File: config.mk
export PLATFORM = sky130hd
export DESIGN_NAME = uart_frame_tx
export DESIGN_NICKNAME = d
export VERILOG_FILES = /design/src/rtl/uart_tx_pkg.sv /design/src/rtl/uart_tx_fmt_decode.sv /design/src/rtl/uart_tx_parity.sv /design/src/rtl/uart_tx_engine.sv /design/src/rtl/uart_frame_tx.sv
export SDC_FILE = /design/constraint.sdc
export NUM_CORES = 1
export LEC_CHECK = 0
export BUFFER_PORTS_ARGS = -buffer_cell sky130_fd_sc_hd__buf_2
export CORE_MARGIN = 5
export CORE_UTILIZATION = 50
export DETAILED_ROUTE_END_ITERATION = 8
export PLACE_DENSITY_LB_ADDON = 0.15
export SYNTH_ARGS = -nofsm -noshare
export SYNTH_HDL_FRONTEND = slang
export SYNTH_HIERARCHICAL = 1
export SYNTH_SLANG_ARGS = --single-unit
File: constraint.sdc
create_clock -name clk -period 2.4 [get_ports clk]
set_input_delay 0.24 -clock clk [delete_from_list [all_inputs] [get_ports clk]]
set_output_delay 0.24 -clock clk [all_outputs]
set_load 0.03 [all_outputs]
File: src/rtl/uart_tx_pkg.sv
package uart_tx_pkg;

    localparam int CHAR_W   = 8;
    localparam int MIN_BITS = 5;
    localparam int CNT_W    = 4;

    // control word bit positions (decoded by software and this block)
    localparam int LEN_LSB      = 6;
    localparam int LEN_W        = 3;
    localparam int PAR_EN_BIT   = 9;
    localparam int PAR_EVEN_BIT = 10;
    localparam int STOP2_BIT    = 11;
    localparam int HS_BIT       = 12;
    localparam int BRK_BIT      = 13;

    typedef enum logic [2:0] {
        ST_IDLE,
        ST_START,
        ST_DATA,
        ST_PARITY,
        ST_STOP
    } tx_state_e;

    typedef struct packed {
        logic [CNT_W-1:0] nbits;
        logic             par_en;
        logic             par_even;
        logic             two_stop;
    } frame_fmt_t;

    typedef struct packed {
        tx_state_e         state;
        logic [CNT_W-1:0]  cnt;
        logic [CHAR_W-1:0] shreg;
        logic              par;
        frame_fmt_t        fmt;
        logic              txd;
        logic              busy;
    } eng_regs_t;

endpackage

File: src/rtl/uart_tx_fmt_decode.sv
module uart_tx_fmt_decode
    import uart_tx_pkg::*;
#(
    parameter int CTRL_W = 14
) (
    input  logic [CTRL_W-1:0] ctrl,
    output frame_fmt_t        fmt,
    output logic              hs_en,
    output logic              brk
);

    logic [LEN_W-1:0] len_field;

    always_comb begin
        len_field = ctrl[LEN_LSB +: LEN_W];
        // codes with the top bit set saturate at the full character width
        if (len_field[LEN_W-1]) begin
            fmt.nbits = CNT_W'(CHAR_W);
        end else begin
            fmt.nbits = CNT_W'(MIN_BITS) + CNT_W'(len_field[LEN_W-2:0]);
        end
        fmt.par_en   = ctrl[PAR_EN_BIT];
        fmt.par_even = ctrl[PAR_EVEN_BIT];
        fmt.two_stop = ctrl[STOP2_BIT];
        hs_en        = ctrl[HS_BIT];
        brk          = ctrl[BRK_BIT];
    end

endmodule

File: src/rtl/uart_tx_parity.sv
module uart_tx_parity
    import uart_tx_pkg::*;
(
    input  logic [CHAR_W-1:0] char_in,
    input  logic [CNT_W-1:0]  nbits,
    input  logic              even,
    output logic              par_bit
);

    logic ones_odd;

    always_comb begin
        ones_odd = 1'b0;
        for (int i = 0; i < CHAR_W; i++) begin
            if (CNT_W'(i) < nbits) begin
                ones_odd = ones_odd ^ char_in[i];
            end
        end
        // even: parity bit evens out the count; odd: it makes the count odd
        par_bit = even ? ones_odd : ~ones_odd;
    end

endmodule

File: src/rtl/uart_tx_engine.sv
module uart_tx_engine
    import uart_tx_pkg::*;
(
    input  logic              clk,
    input  logic              rst_n,
    input  logic              tick,
    input  logic              brk,
    input  logic              hs_en,
    input  logic              cts,
    input  logic              fifo_empty,
    input  logic [CHAR_W-1:0] char_in,
    input  frame_fmt_t        fmt_in,
    input  logic              par_in,
    output logic              pop,
    output logic              txd,
    output logic              busy
);

    eng_regs_t q, d;
    logic      start_ok;
    logic      frame_end;

    always_comb begin
        d         = q;
        pop       = 1'b0;
        frame_end = 1'b0;
        start_ok  = !fifo_empty && (!hs_en || cts);

        if (brk) begin
            d.state = ST_IDLE;
            d.txd   = 1'b1;
            d.busy  = 1'b0;
            d.cnt   = '0;
        end else if (tick) begin
            unique case (q.state)
                ST_IDLE: begin
                    frame_end = 1'b1;
                end
                ST_START: begin
                    d.state = ST_DATA;
                    d.txd   = q.shreg[0];
                    d.shreg = q.shreg >> 1;
                    d.cnt   = '0;
                end
                ST_DATA: begin
                    if (q.cnt == q.fmt.nbits - CNT_W'(1)) begin
                        d.cnt = '0;
                        if (q.fmt.par_en) begin
                            d.state = ST_PARITY;
                            d.txd   = q.par;
                        end else begin
                            d.state = ST_STOP;
                            d.txd   = 1'b1;
                        end
                    end else begin
                        d.cnt   = q.cnt + CNT_W'(1);
                        d.txd   = q.shreg[0];
                        d.shreg = q.shreg >> 1;
                    end
                end
                ST_PARITY: begin
                    d.state = ST_STOP;
                    d.txd   = 1'b1;
                    d.cnt   = '0;
                end
                ST_STOP: begin
                    if (q.fmt.two_stop && q.cnt == '0) begin
                        d.cnt = CNT_W'(1);
                        d.txd = 1'b1;
                    end else begin
                        frame_end = 1'b1;
                    end
                end
                default: begin
                    d.state = ST_IDLE;
                end
            endcase

            if (frame_end) begin
                if (start_ok) begin
                    pop     = 1'b1;
                    d.state = ST_START;
                    d.txd   = 1'b0;
                    d.busy  = 1'b1;
                    d.shreg = char_in;
                    d.fmt   = fmt_in;
                    d.par   = par_in;
                    d.cnt   = '0;
                end else begin
                    d.state = ST_IDLE;
                    d.txd   = 1'b1;
                    d.busy  = 1'b0;
                end
            end
        end
    end

    always_ff @(posedge clk or negedge rst_n) begin
        if (!rst_n) begin
            q       <= '0;
            q.state <= ST_IDLE;
            q.txd   <= 1'b1;
        end else begin
            q <= d;
        end
    end

    assign txd  = q.txd;
    assign busy = q.busy;

endmodule

File: src/rtl/uart_frame_tx.sv
module uart_frame_tx
    import uart_tx_pkg::*;
#(
    parameter int WORD_W = 32,
    parameter int CTRL_W = 14
) (
    input  logic              clk,
    input  logic              rst_n,
    input  logic [CTRL_W-1:0] ctrl_i,
    input  logic              bit_tick_i,
    input  logic              cts_i,
    input  logic              fifo_empty_i,
    input  logic [WORD_W-1:0] fifo_data_i,
    output logic              fifo_pop_o,
    output logic              txd_o,
    output logic              busy_o
);

    frame_fmt_t        fmt;
    logic              hs_en;
    logic              force_brk;
    logic              par_bit;
    logic              line_q;
    logic [CHAR_W-1:0] char_w;
    logic              unused_bits;

    assign char_w      = fifo_data_i[CHAR_W-1:0];
    assign unused_bits = ^{fifo_data_i[WORD_W-1:CHAR_W], ctrl_i[LEN_LSB-1:0]};

    uart_tx_fmt_decode #(
        .CTRL_W (CTRL_W)
    ) u_decode (
        .ctrl  (ctrl_i),
        .fmt   (fmt),
        .hs_en (hs_en),
        .brk   (force_brk)
    );

    uart_tx_parity u_parity (
        .char_in (char_w),
        .nbits   (fmt.nbits),
        .even    (fmt.par_even),
        .par_bit (par_bit)
    );

    uart_tx_engine u_engine (
        .clk        (clk),
        .rst_n      (rst_n),
        .tick       (bit_tick_i),
        .brk        (force_brk),
        .hs_en      (hs_en),
        .cts        (cts_i),
        .fifo_empty (fifo_empty_i),
        .char_in    (char_w),
        .fmt_in     (fmt),
        .par_in     (par_bit),
        .pop        (fifo_pop_o),
        .txd        (line_q),
        .busy       (busy_o)
    );

    // break overrides the line immediately, independent of the engine
    assign txd_o = force_brk ? 1'b0 : line_q;

endmodule

==> impl_metrics.json, run 1 <==
{
  "dp.cells": 230,
  "avgSynthCellArea_sq_um": 9.74,
  "min_path_type": "input pin to flip-flop",
  "synth_adder_area_share": 0.0304,
  "stdcell_count": 236,
  "tns_ns": 0,
  "grt_start_max_net_pins": 25,
  "wl_per_cell_um": 14.9,
  "grt_pass1_vias": 1290,
  "drtPass1Iterations": 4,
  "layout.nets": 248,
  "postRouteWirelength_um": 3510,
  "leakagePower_nw": 0.838,
  "rows": 20,
  "drive_gt1_frac": 0.255,
  "synth_xor_area_frac": 0.0859,
  "ys_seq_area_frac": 0.366,
  "synthTopCellsByArea": "dfrtp_1 35%, a221o_1 6.1%, mux2_2 3.4%",
  "design_area_sq_um": 1850,
  "cts_buffers": 3,
  "synth-compound-area-share": 0.205,
  "cts_sinks": 24,
  "insertion_delay_ns": 0.33,
  "ir_worst_vdd_v": 0.000450,
  "startpoint": "u_engine/q[18]",
  "dieArea_sq_um": 4540,
  "fin_ws_ns": 0.209,
  "area_growth_pct": 12.2,
  "nFillCells": 285,
  "initial_core_util": 0.530,
  "cp-start-kind": "flip-flop",
  "crit_path_end_kind": "output pin",
  "cts-htree-levels": 1,
  "holdPathStages": 2,
  "yosysTopAreaCellShare": 0.350,
  "grt_pass1_wl_um": 5910,
  "min_to": "u_engine/q[4]",
  "fin_util": 0.595,
  "die_x_um": 67.4,
  "ys_ff_latch": 24,
  "root_buffer": "clkbuf_4",
  "criticalPathCategory": "flip-flop to output pin",
  "syn_inst": 169,
  "ff2ff_setup_slack_ns": 0.33,
  "synth_area_sq_um": 1650,
  "vias_per_cell": 5.64,
  "r2r-start": "u_engine/q[18]",
  "antenna_found_initial": 0,
  "synthMuxAreaShare": 0.0464,
  "clkSlewWorstSetupHoldPaths_ns": 0.14,
  "drc": 0,
  "finalCriticalPeriod_ns": 2.19,
  "worstMarginPinSlew_ns": 0.538,
  "globalplace.congestion": 0.888,
  "status": "finished clean",
  "pwr_density_cell_nw_per_um2": 617,
  "r2r_cells": 6,
  "skew_ns": 0.0156,
  "vias": 1332,
  "die_h_um": 67.4,
  "io_buffer_count": 23,
  "synth-warning-count": 6,
  "synthFlopType": "dfrtp_1",
  "slew_headroom": 0.641,
  "place_ws_ns": 0.171,
  "io-pin-count": 54,
  "async_reset_ff_frac": 1.00,
  "grt_use_total": 0.172,
  "reg2reg_to": "u_engine/q[7]",
  "syn-num-nets": 224,
  "synth_largest_area_cell": "dfrtp_1",
  "critPathSlowestCell": "dfrtp_1",
  "finalMaxSlewViolations": 0,
  "drt_iter0_markers": 119,
  "final_cell_mix": "23 x buf_2, 23 x dfrtp_1, 15 x nand2_1",
  "antenna_cells": 0,
  "place_area_sq_um": 1780,
  "hold_path_startpoint": "ctrl_i[9]",
  "fmax_mhz": 456,
  "crit_chain": "inv_1 -> ha_1 -> a221o_1 -> nor3_4 -> buf_2",
  "final_min_period_over_clock_period": 0.913,
  "rsz0062_at_grt": "false",
  "synth-simple-area-share": 0.202,
  "cpPeakStageDelay_ns": 0.46,
  "cts_tree": "done",
  "ctsResizeCount": 0,
  "synth-edff-count": 0,
  "ant_nets": 0,
  "finalHoldViolCount": 0,
  "clock_path_buffers": 2,
  "synth_top_family_by_area": "compound AO/OA/AOI/OAI gates",
  "synth.distinct_cells": 46,
  "max_cap_viol_count": 0,
  "crit_path_max_fanout": 5,
  "dp_hpwl_um": 2690,
  "overflow": 0,
  "crit_arrival_ns": 1.95,
  "finalSetupViolCount": 0,
  "cp.required_ns": 2.16,
  "core_sq_um": 3100
}
-- state kept, by name (all words and copies together), names as in the netlist --
register and cells:
u_engine/busy 1, u_engine/q 22, u_engine/txd 1
-- per-stage QoR --
step	hold WS [ns]	power (W)
6_report	0.129	0.00114
3_3_place_gp	0.242	0.000845
3_5_place_dp	0.250	0.000853
5_1_grt	0.103	0.00121
4_1_cts	0.116	0.00115
2_1_floorplan	-0.0556	0.000775
-- synthesized netlist by cell type, drive strengths merged (2+ instances only) --
cell and number:
buf 8, o21ai 12, a32o 2, nor2 11, or2 3, o311ai 2
o32ai 2, a22o 2, inv 10, xor2 5, mux2 5, a221oi 2
nand2 15, a221o 10, and2 9, ha 4, o22ai 2, clkbuf 2
a21oi 5, mux2i 2, and3 2, nand4 2, nor2b 6, nand3 4
xnor2 6, xnor3 2, dfrtp 23, nor3 3
-- repair_timing --
action	4_1_cts	5_1_grt
endpoints found under the setup margin	1	0
hold buffers	1	0
hold endpoints to repair	23	0
setup buffers	1	0
-- how the worst max path moves through the flow --
| stage | to | slack (ns) | cells past startpoint |
|---|---|---|---|
| 2_1_floorplan | u_engine/q[9] | 0.38 | 7 |
| 3_3_place_gp | u_engine/q[9] | 0.24 | 8 |
| 3_5_place_dp | u_engine/q[9] | 0.17 | 8 |
| 4_1_cts | fifo_pop_o | 0.19 | 5 |
| 5_1_grt | fifo_pop_o | 0.03 | 5 |
| 6_report | fifo_pop_o | 0.21 | 5 |
-- report_power, final --
part	switching [W]	internal, W
clock network	0.000124	0.000169
logic	0.000149	0.000166
registers	0.0000525	0.000480
-- per-layer routing --
metal	up-vias	global-route usage	routed length, um	share of wire
met1	641	0.220	1610	0.46
met2	27	0.287	1700	0.48
met3	6	0.0466	165	0.047
met5	-	0	0	0
li1	658	-	-	-
met4	0	0.0456	37	0.011
-- kinds of logic (layout without fill, tap and decap cells) --
kind of cell | count (synthesis) | after routing
xor gates and xnor gates | 13 | 13
muxes | 7 | 7
buffers and inverters | 20 | 43
and+or+nand+nor | 58 | 58
DFF | 24 | 24
adders and majority gates | 4 | 4
AOI/OAI and AO/OA | 43 | 43
-- final cells by class --
type                            count  area [sq um]  share of cell area
Tap cell                           44          55.1              0.0298
Multi-Input combinational cell    125           937               0.507
Sequential cell                    24           602               0.326
Timing Repair Buffer               29           163              0.0881
Inverter                           10          37.5              0.0203
Clock buffer                        3          22.5              0.0122
Clock inverter                      1          30.0              0.0163
-- worst max-delay path, delay by kind of cell (launching register included) --
kind,cells,cell delay [ns]
flops,1,0.46
simple gates,1,0.23
buf+inv,2,0.32
compound gates,1,0.41
fa+ha+maj,1,0.22
(Power assumes the default switching activity.)
==> run 2, diff against run 1 <==
Settings changed: ABC_AREA from default to 1.
==> run 2 against run 1 <==
Net effect:
- die area up 11%
- via count increased by 29%
- flip-flop and latch count unchanged
- critical path depth is 3 higher
- first-iteration DRC count down 27%
- combinational power increased by 11%
- wire length is 12% higher
- utilization is 3.6 points lower
- worst hold slack better by 0.039 ns
- setup slack gained 0.043 ns
- largest power group unchanged
==> impl_metrics.json, run 2 <==
{
  "status": "finished clean",
  "regMostFlops": "u_engine/q",
  "final_cell_mix": "95 x nand2_1, 33 x inv_1, 30 x nand3_1",
  "postRouteWirelength_um": 3930,
  "ff2ff_setup_slack_ns": 0.67,
  "finalHoldViolCount": 0,
  "vias_per_cell": 4.91,
  "root_buffer": "clkbuf_8",
  "leakagePower_nw": 1.10,
  "fin_ws_ns": 0.251,
  "criticalPathCategory": "flip-flop to output pin",
  "grt_start_max_net_pins": 25,
  "synth.distinct_cells": 31,
  "cp-start-kind": "flip-flop",
  "hold_path_startpoint": "ctrl_i[11]",
  "netlist_top_cells_count": "95 x nand2_1, 33 x inv_1, 30 x nand3_1",
  "grt_pass1_vias": 1614,
  "place_ws_ns": 0.409,
  "async_reset_ff_frac": 1.00,
  "globalplace.congestion": 0.864,
  "drc": 0,
  "cts-htree-levels": 1,
  "rows": 22,
  "vias": 1715,
  "finalCriticalPeriod_ns": 2.15,
  "rsz0062_at_grt": "false",
  "r2r-start": "u_engine/q[5]",
  "wl_per_cell_um": 11.3,
  "ys_ff_latch": 24,
  "synth_area_sq_um": 1860,
  "ys_seq_area_frac": 0.323,
  "yosysTopAreaCellShare": 0.309,
  "antenna_cells": 0,
  "synthTopCellsByArea": "dfrtp_1 31%, nand2_1 19%, nand3_1 8.1%",
  "fin_util": 0.559,
  "min_to": "u_engine/q[2]",
  "dieArea_sq_um": 5050,
  "die_h_um": 71.0,
  "ant_nets": 0,
  "yosysMostFrequentCell": "nand2_1",
  "tns_ns": 0,
  "finalSetupViolCount": 0,
  "cts_buffers": 3,
  "cp.required_ns": 2.16,
  "dp_hpwl_um": 3060,
  "clkSlewWorstSetupHoldPaths_ns": 0.08,
  "nFillCells": 386,
  "grt_use_total": 0.163,
  "synthFlopType": "dfrtp_1",
  "io_buffer_count": 23,
  "pwr_density_cell_nw_per_um2": 544,
  "finalMaxSlewViolations": 0,
  "syn_inst": 281,
  "cts_sinks": 24,
  "final_min_period_over_clock_period": 0.895,
  "drt_iter0_markers": 87,
  "drtPass1Iterations": 4,
  "min_path_type": "input pin to flip-flop",
  "synth-warning-count": 6,
  "worstMarginPinSlew_ns": 0.559,
  "largest_register_ffs": 22,
  "io-pin-count": 54,
  "r2r_cells": 12,
  "holdPathStages": 3,
  "skew_ns": 0.00280,
  "syn-num-nets": 336,
  "avgSynthCellArea_sq_um": 6.63,
  "overflow": 0,
  "crit_path_max_fanout": 19,
  "fmax_mhz": 465,
  "crit_path_end_kind": "output pin",
  "insertion_delay_ns": 0.26,
  "ir_worst_vdd_v": 0.000278,
  "final_common_cell": "nand2_1",
  "layout.nets": 357,
  "antenna_found_initial": 0,
  "regArea_sq_um": 602,
  "crit_arrival_ns": 1.91,
  "core_sq_um": 3630,
  "drive_gt1_frac": 0.196,
  "cts_tree": "done",
  "max_cap_viol_count": 0,
  "grt_pass1_wl_um": 6800,
  "slew_headroom": 0.627,
  "reg2reg_to": "u_engine/q[10]",
  "initial_core_util": 0.513,
  "area_growth_pct": 9.07,
  "clock_path_buffers": 2,
  "die_x_um": 71.0,
  "synth_largest_area_cell": "dfrtp_1",
  "multi_input_area_sq_um": 1030,
  "synth-edff-count": 0
}
run 2: changes by cell type after synthesis, sizes merged, moves of 3 or more:
cell    before  now
a221o       10    0
and2         9    0
inv         10   43
mux2         5    0
nand2       15  106
nand3        4   31
nor2        11   21
nor2b        6    0
o211ai       0    5
o21ai       12   19
or2          3    0
xnor2        6    2
run 2: cell families (layout without fill, tap and decap cells):
| kind of cell | after synthesis | count (layout) | share of synthesized area |
|---|---|---|---|
| buf+inv | 52 | 72 | 0.123 |
| flops | 24 | 24 | 0.323 |
| simple gates | 162 | 162 | 0.392 |
| compound gates | 34 | 34 | 0.112 |
| xor+xnor | 5 | 5 | 0.0235 |
| fa+ha+maj | 4 | 4 | 0.0269 |
run 2: power by group:
| group | switching, W | internal (W) |
|---|---|---|
| clock | 0.000129 | 0.000119 |
| combinational | 0.000219 | 0.000130 |
| sequential | 0.0000412 | 0.000468 |
| total | 0.000389 | 0.000717 |
run 2: critical path, cell delays in order, from the launching register on:
cell and delay [ns]:
dfrtp_1 0.44, inv_1 0.09, ha_1 0.18, nand3_1 0.12, o21ai_2 0.10, nor2_2 0.18
nand2_4 0.12, inv_4 0.18, buf_2 0.23
run 2: worst max-delay path by stage:
stage | from | end | slack, ns | cells after the start
after global routing | u_engine/q[19] | fifo_pop_o | 0.11 | 8
final | u_engine/q[19] | fifo_pop_o | 0.25 | 8
after detailed placement | ctrl_i[6] | u_engine/q[9] | 0.41 | 19
after CTS | u_engine/q[18] | fifo_pop_o | 0.12 | 8
after global placement | u_engine/q[19] | fifo_pop_o | 0.44 | 8
after floorplan | ctrl_i[6] | u_engine/q[9] | 0.70 | 18
run 2: metrics by stage:
step	power, W	instances	instance area (sq um)	hold WS, ns
final	0.00111	349	2030	0.168
after global routing	0.00120	349	2030	0.172
after CTS	0.00112	349	2030	0.163
after detailed placement	0.000865	344	1970	0.263
after global placement	0.000859	344	1970	0.260
after floorplan	0.000788	281	1860	-0.0556
run 2: area by class of cell:
type | count | share of cell area
sequential | 24 | 0.296
inverter | 44 | 0.0825
multi-input combinational | 205 | 0.508
tap | 48 | 0.0296
clock buffer | 4 | 0.0222
timing repair buffer | 24 | 0.0616
run 2: per-layer routing:
layer,global-route usage,vias up,wire (um)
met2,0.289,36,1840
met5,0,-,0
li1,-,921,-
met3,0.0142,2,182
met1,0.204,756,1870
met4,0.0647,0,40
run 2: timing repair:
| action | in CTS | in global routing |
|---|---|---|
| hold buffers | 1 | 0 |
| resized for setup | 0 | 2 |
| setup endpoints to repair | 0 | 1 |
| buffers inserted | 0 | 0 |
| hold endpoints to repair | 23 | 0 |
==> run 3, diff against run 2 <==
Settings changed: RECOVER_POWER from default to 50.
==> run 3 against run 2 <==
Net effect:
- wire length fell by 0.28%
- critical endpoint unchanged
- clock power barely moved
- die area did not move
- final cell count did not move
- highest routed layer unchanged
- clock skew fell by 0.0018 ns
==> impl_metrics.json, run 3 (synthesis results as in run 2) <==
{
  "fmax_mhz": 464,
  "r2r-start": "u_engine/q[18]",
  "hold_path_startpoint": "ctrl_i[11]",
  "crit_path_end_kind": "output pin",
  "drtPass1Iterations": 4,
  "io_buffer_count": 23,
  "root_buffer": "clkbuf_8",
  "antenna_cells": 0,
  "power_frac_clock": 0.223,
  "cp.required_ns": 2.16,
  "reg2reg_to": "u_engine/q[18]",
  "finalHoldViolCount": 0,
  "final_cell_mix": "95 x nand2_1, 33 x inv_1, 30 x nand3_1",
  "vias_per_cell": 4.93,
  "postRouteWirelength_um": 3920,
  "place_ws_ns": 0.409,
  "core_sq_um": 3630,
  "ir_worst_vdd_v": 0.000276,
  "finalCriticalPeriod_ns": 2.15,
  "grt_pass1_wl_um": 6800,
  "overflow": 0,
  "rsz0062_at_grt": "false",
  "p_int_w": 0.000716,
  "tns_ns": 0,
  "die_h_um": 71.0,
  "crit_chain": "inv_1 -> ha_1 -> nand3_1 -> o21ai_2 -> nor2_2 -> nand2_4 -> inv_4 -> buf_2",
  "p_sw_w": 0.000387,
  "min_to": "u_engine/q[2]",
  "rows": 22,
  "final_min_period_over_clock_period": 0.897,
  "io-pin-count": 54,
  "area_growth_pct": 8.93,
  "cts_buffers": 3,
  "ant_nets": 0,
  "ff2ff_setup_slack_ns": 0.66,
  "finalMaxSlewViolations": 0,
  "layout.nets": 357,
  "slew_headroom": 0.0976,
  "fin_util": 0.559,
  "drt_iter0_markers": 88,
  "skew_ns": 0.00100,
  "final_common_cell": "nand2_1",
  "grt_use_total": 0.163,
  "power_frac_comb": 0.316,
  "p_seq_frac": 0.461,
  "crit_arrival_ns": 1.91,
  "worstMarginPinSlew_ns": 1.35,
  "leakagePower_nw": 1.10,
  "crit_path_max_fanout": 19,
  "initial_core_util": 0.513,
  "dp_hpwl_um": 3060,
  "largest_register_ffs": 22,
  "clock_path_buffers": 2,
  "min_path_type": "input pin to flip-flop",
  "whs_ns": 0.168,
  "multi_input_area_sq_um": 1030,
  "cts_sinks": 24,
  "pwr_density_cell_nw_per_um2": 544,
  "power_w": 0.00110,
  "wl_per_cell_um": 11.2,
  "drive_gt1_frac": 0.189,
  "post_cts_buffers": 0,
  "finalSetupViolCount": 0,
  "grt_pass1_vias": 1614,
  "grt_start_max_net_pins": 25,
  "max_cap_viol_count": 0,
  "clkSlewWorstSetupHoldPaths_ns": 0.08,
  "r2r_cells": 10,
  "cts_tree": "done",
  "p_sw_frac": 0.351,
  "vias": 1722,
  "criticalPathCategory": "flip-flop to output pin",
  "crit_buf_inv": 3,
  "dieArea_sq_um": 5050,
  "cpPeakStageDelay_ns": 0.45,
  "holdPathStages": 3,
  "cp-start-kind": "flip-flop",
  "insertion_delay_ns": 0.26,
  "status": "finished clean",
  "antenna_found_initial": 0,
  "die_x_um": 71.0,
  "nFillCells": 388,
  "cts-htree-levels": 1,
  "cp_top_family": "buffers and inverters",
  "globalplace.congestion": 0.864,
  "critPathSlowestCell": "dfrtp_1",
  "fin_ws_ns": 0.247,
  "regMostFlops": "u_engine/q",
  "regArea_sq_um": 602,
  "drc": 0
}
-- run 3: layer usage --
layer,vias to the layer above,GRT usage,share of wire
met5,-,0,0
met4,0,0.0647,0.010
met3,2,0.0142,0.044
met2,40,0.289,0.47
met1,758,0.204,0.48
li1,922,-,-
-- run 3: how the worst max path moves through the flow --
stage	startpoint	endpoint	slack (ns)	depth (start not counted)
floorplan	ctrl_i[6]	u_engine/q[9]	0.70	18
global placement	u_engine/q[19]	fifo_pop_o	0.44	8
detailed placement	ctrl_i[6]	u_engine/q[9]	0.41	19
CTS	u_engine/q[18]	fifo_pop_o	0.12	8
global route	u_engine/q[19]	fifo_pop_o	0.11	8
finish	u_engine/q[19]	fifo_pop_o	0.25	8
-- run 3: cell type report --
class	instances	area share
Timing Repair Buffer	24	0.0604
Tap cell	48	0.0296
Sequential cell	24	0.297
Clock buffer	4	0.0222
Inverter	44	0.0826
Multi-Input combinational cell	205	0.509
-- run 3: stage by stage --
step                      instance area, sq um  instances
after floorplan                           1860        281
after global placement                    1970        344
after detailed placement                  1970        344
after CTS                                 2030        349
after global routing                      2030        349
final                                     2030        349
-- run 3: worst min-delay path: cells and delay by family --
| family | cells | cell delay, ns |
|---|---|---|
| AND/OR/NAND/NOR | 2 | 0.08 |
| buffers and inverters | 1 | 0.07 |
-- run 3: what timing repair did --
item,in CTS,in global routing
resized for setup,0,2
hold buffers,1,0
endpoints found under the setup margin,0,1
endpoints found under the hold margin,23,0
-- run 3: power groups by stage --
stage	Clock, W	Combinational [W]	Sequential (W)
final	0.000246	0.000349	0.000509
after global routing	0.000271	0.000406	0.000519
after CTS	0.000257	0.000352	0.000509
after detailed placement	0	0.000348	0.000517
after global placement	0	0.000343	0.000516
after floorplan	0	0.000278	0.000510
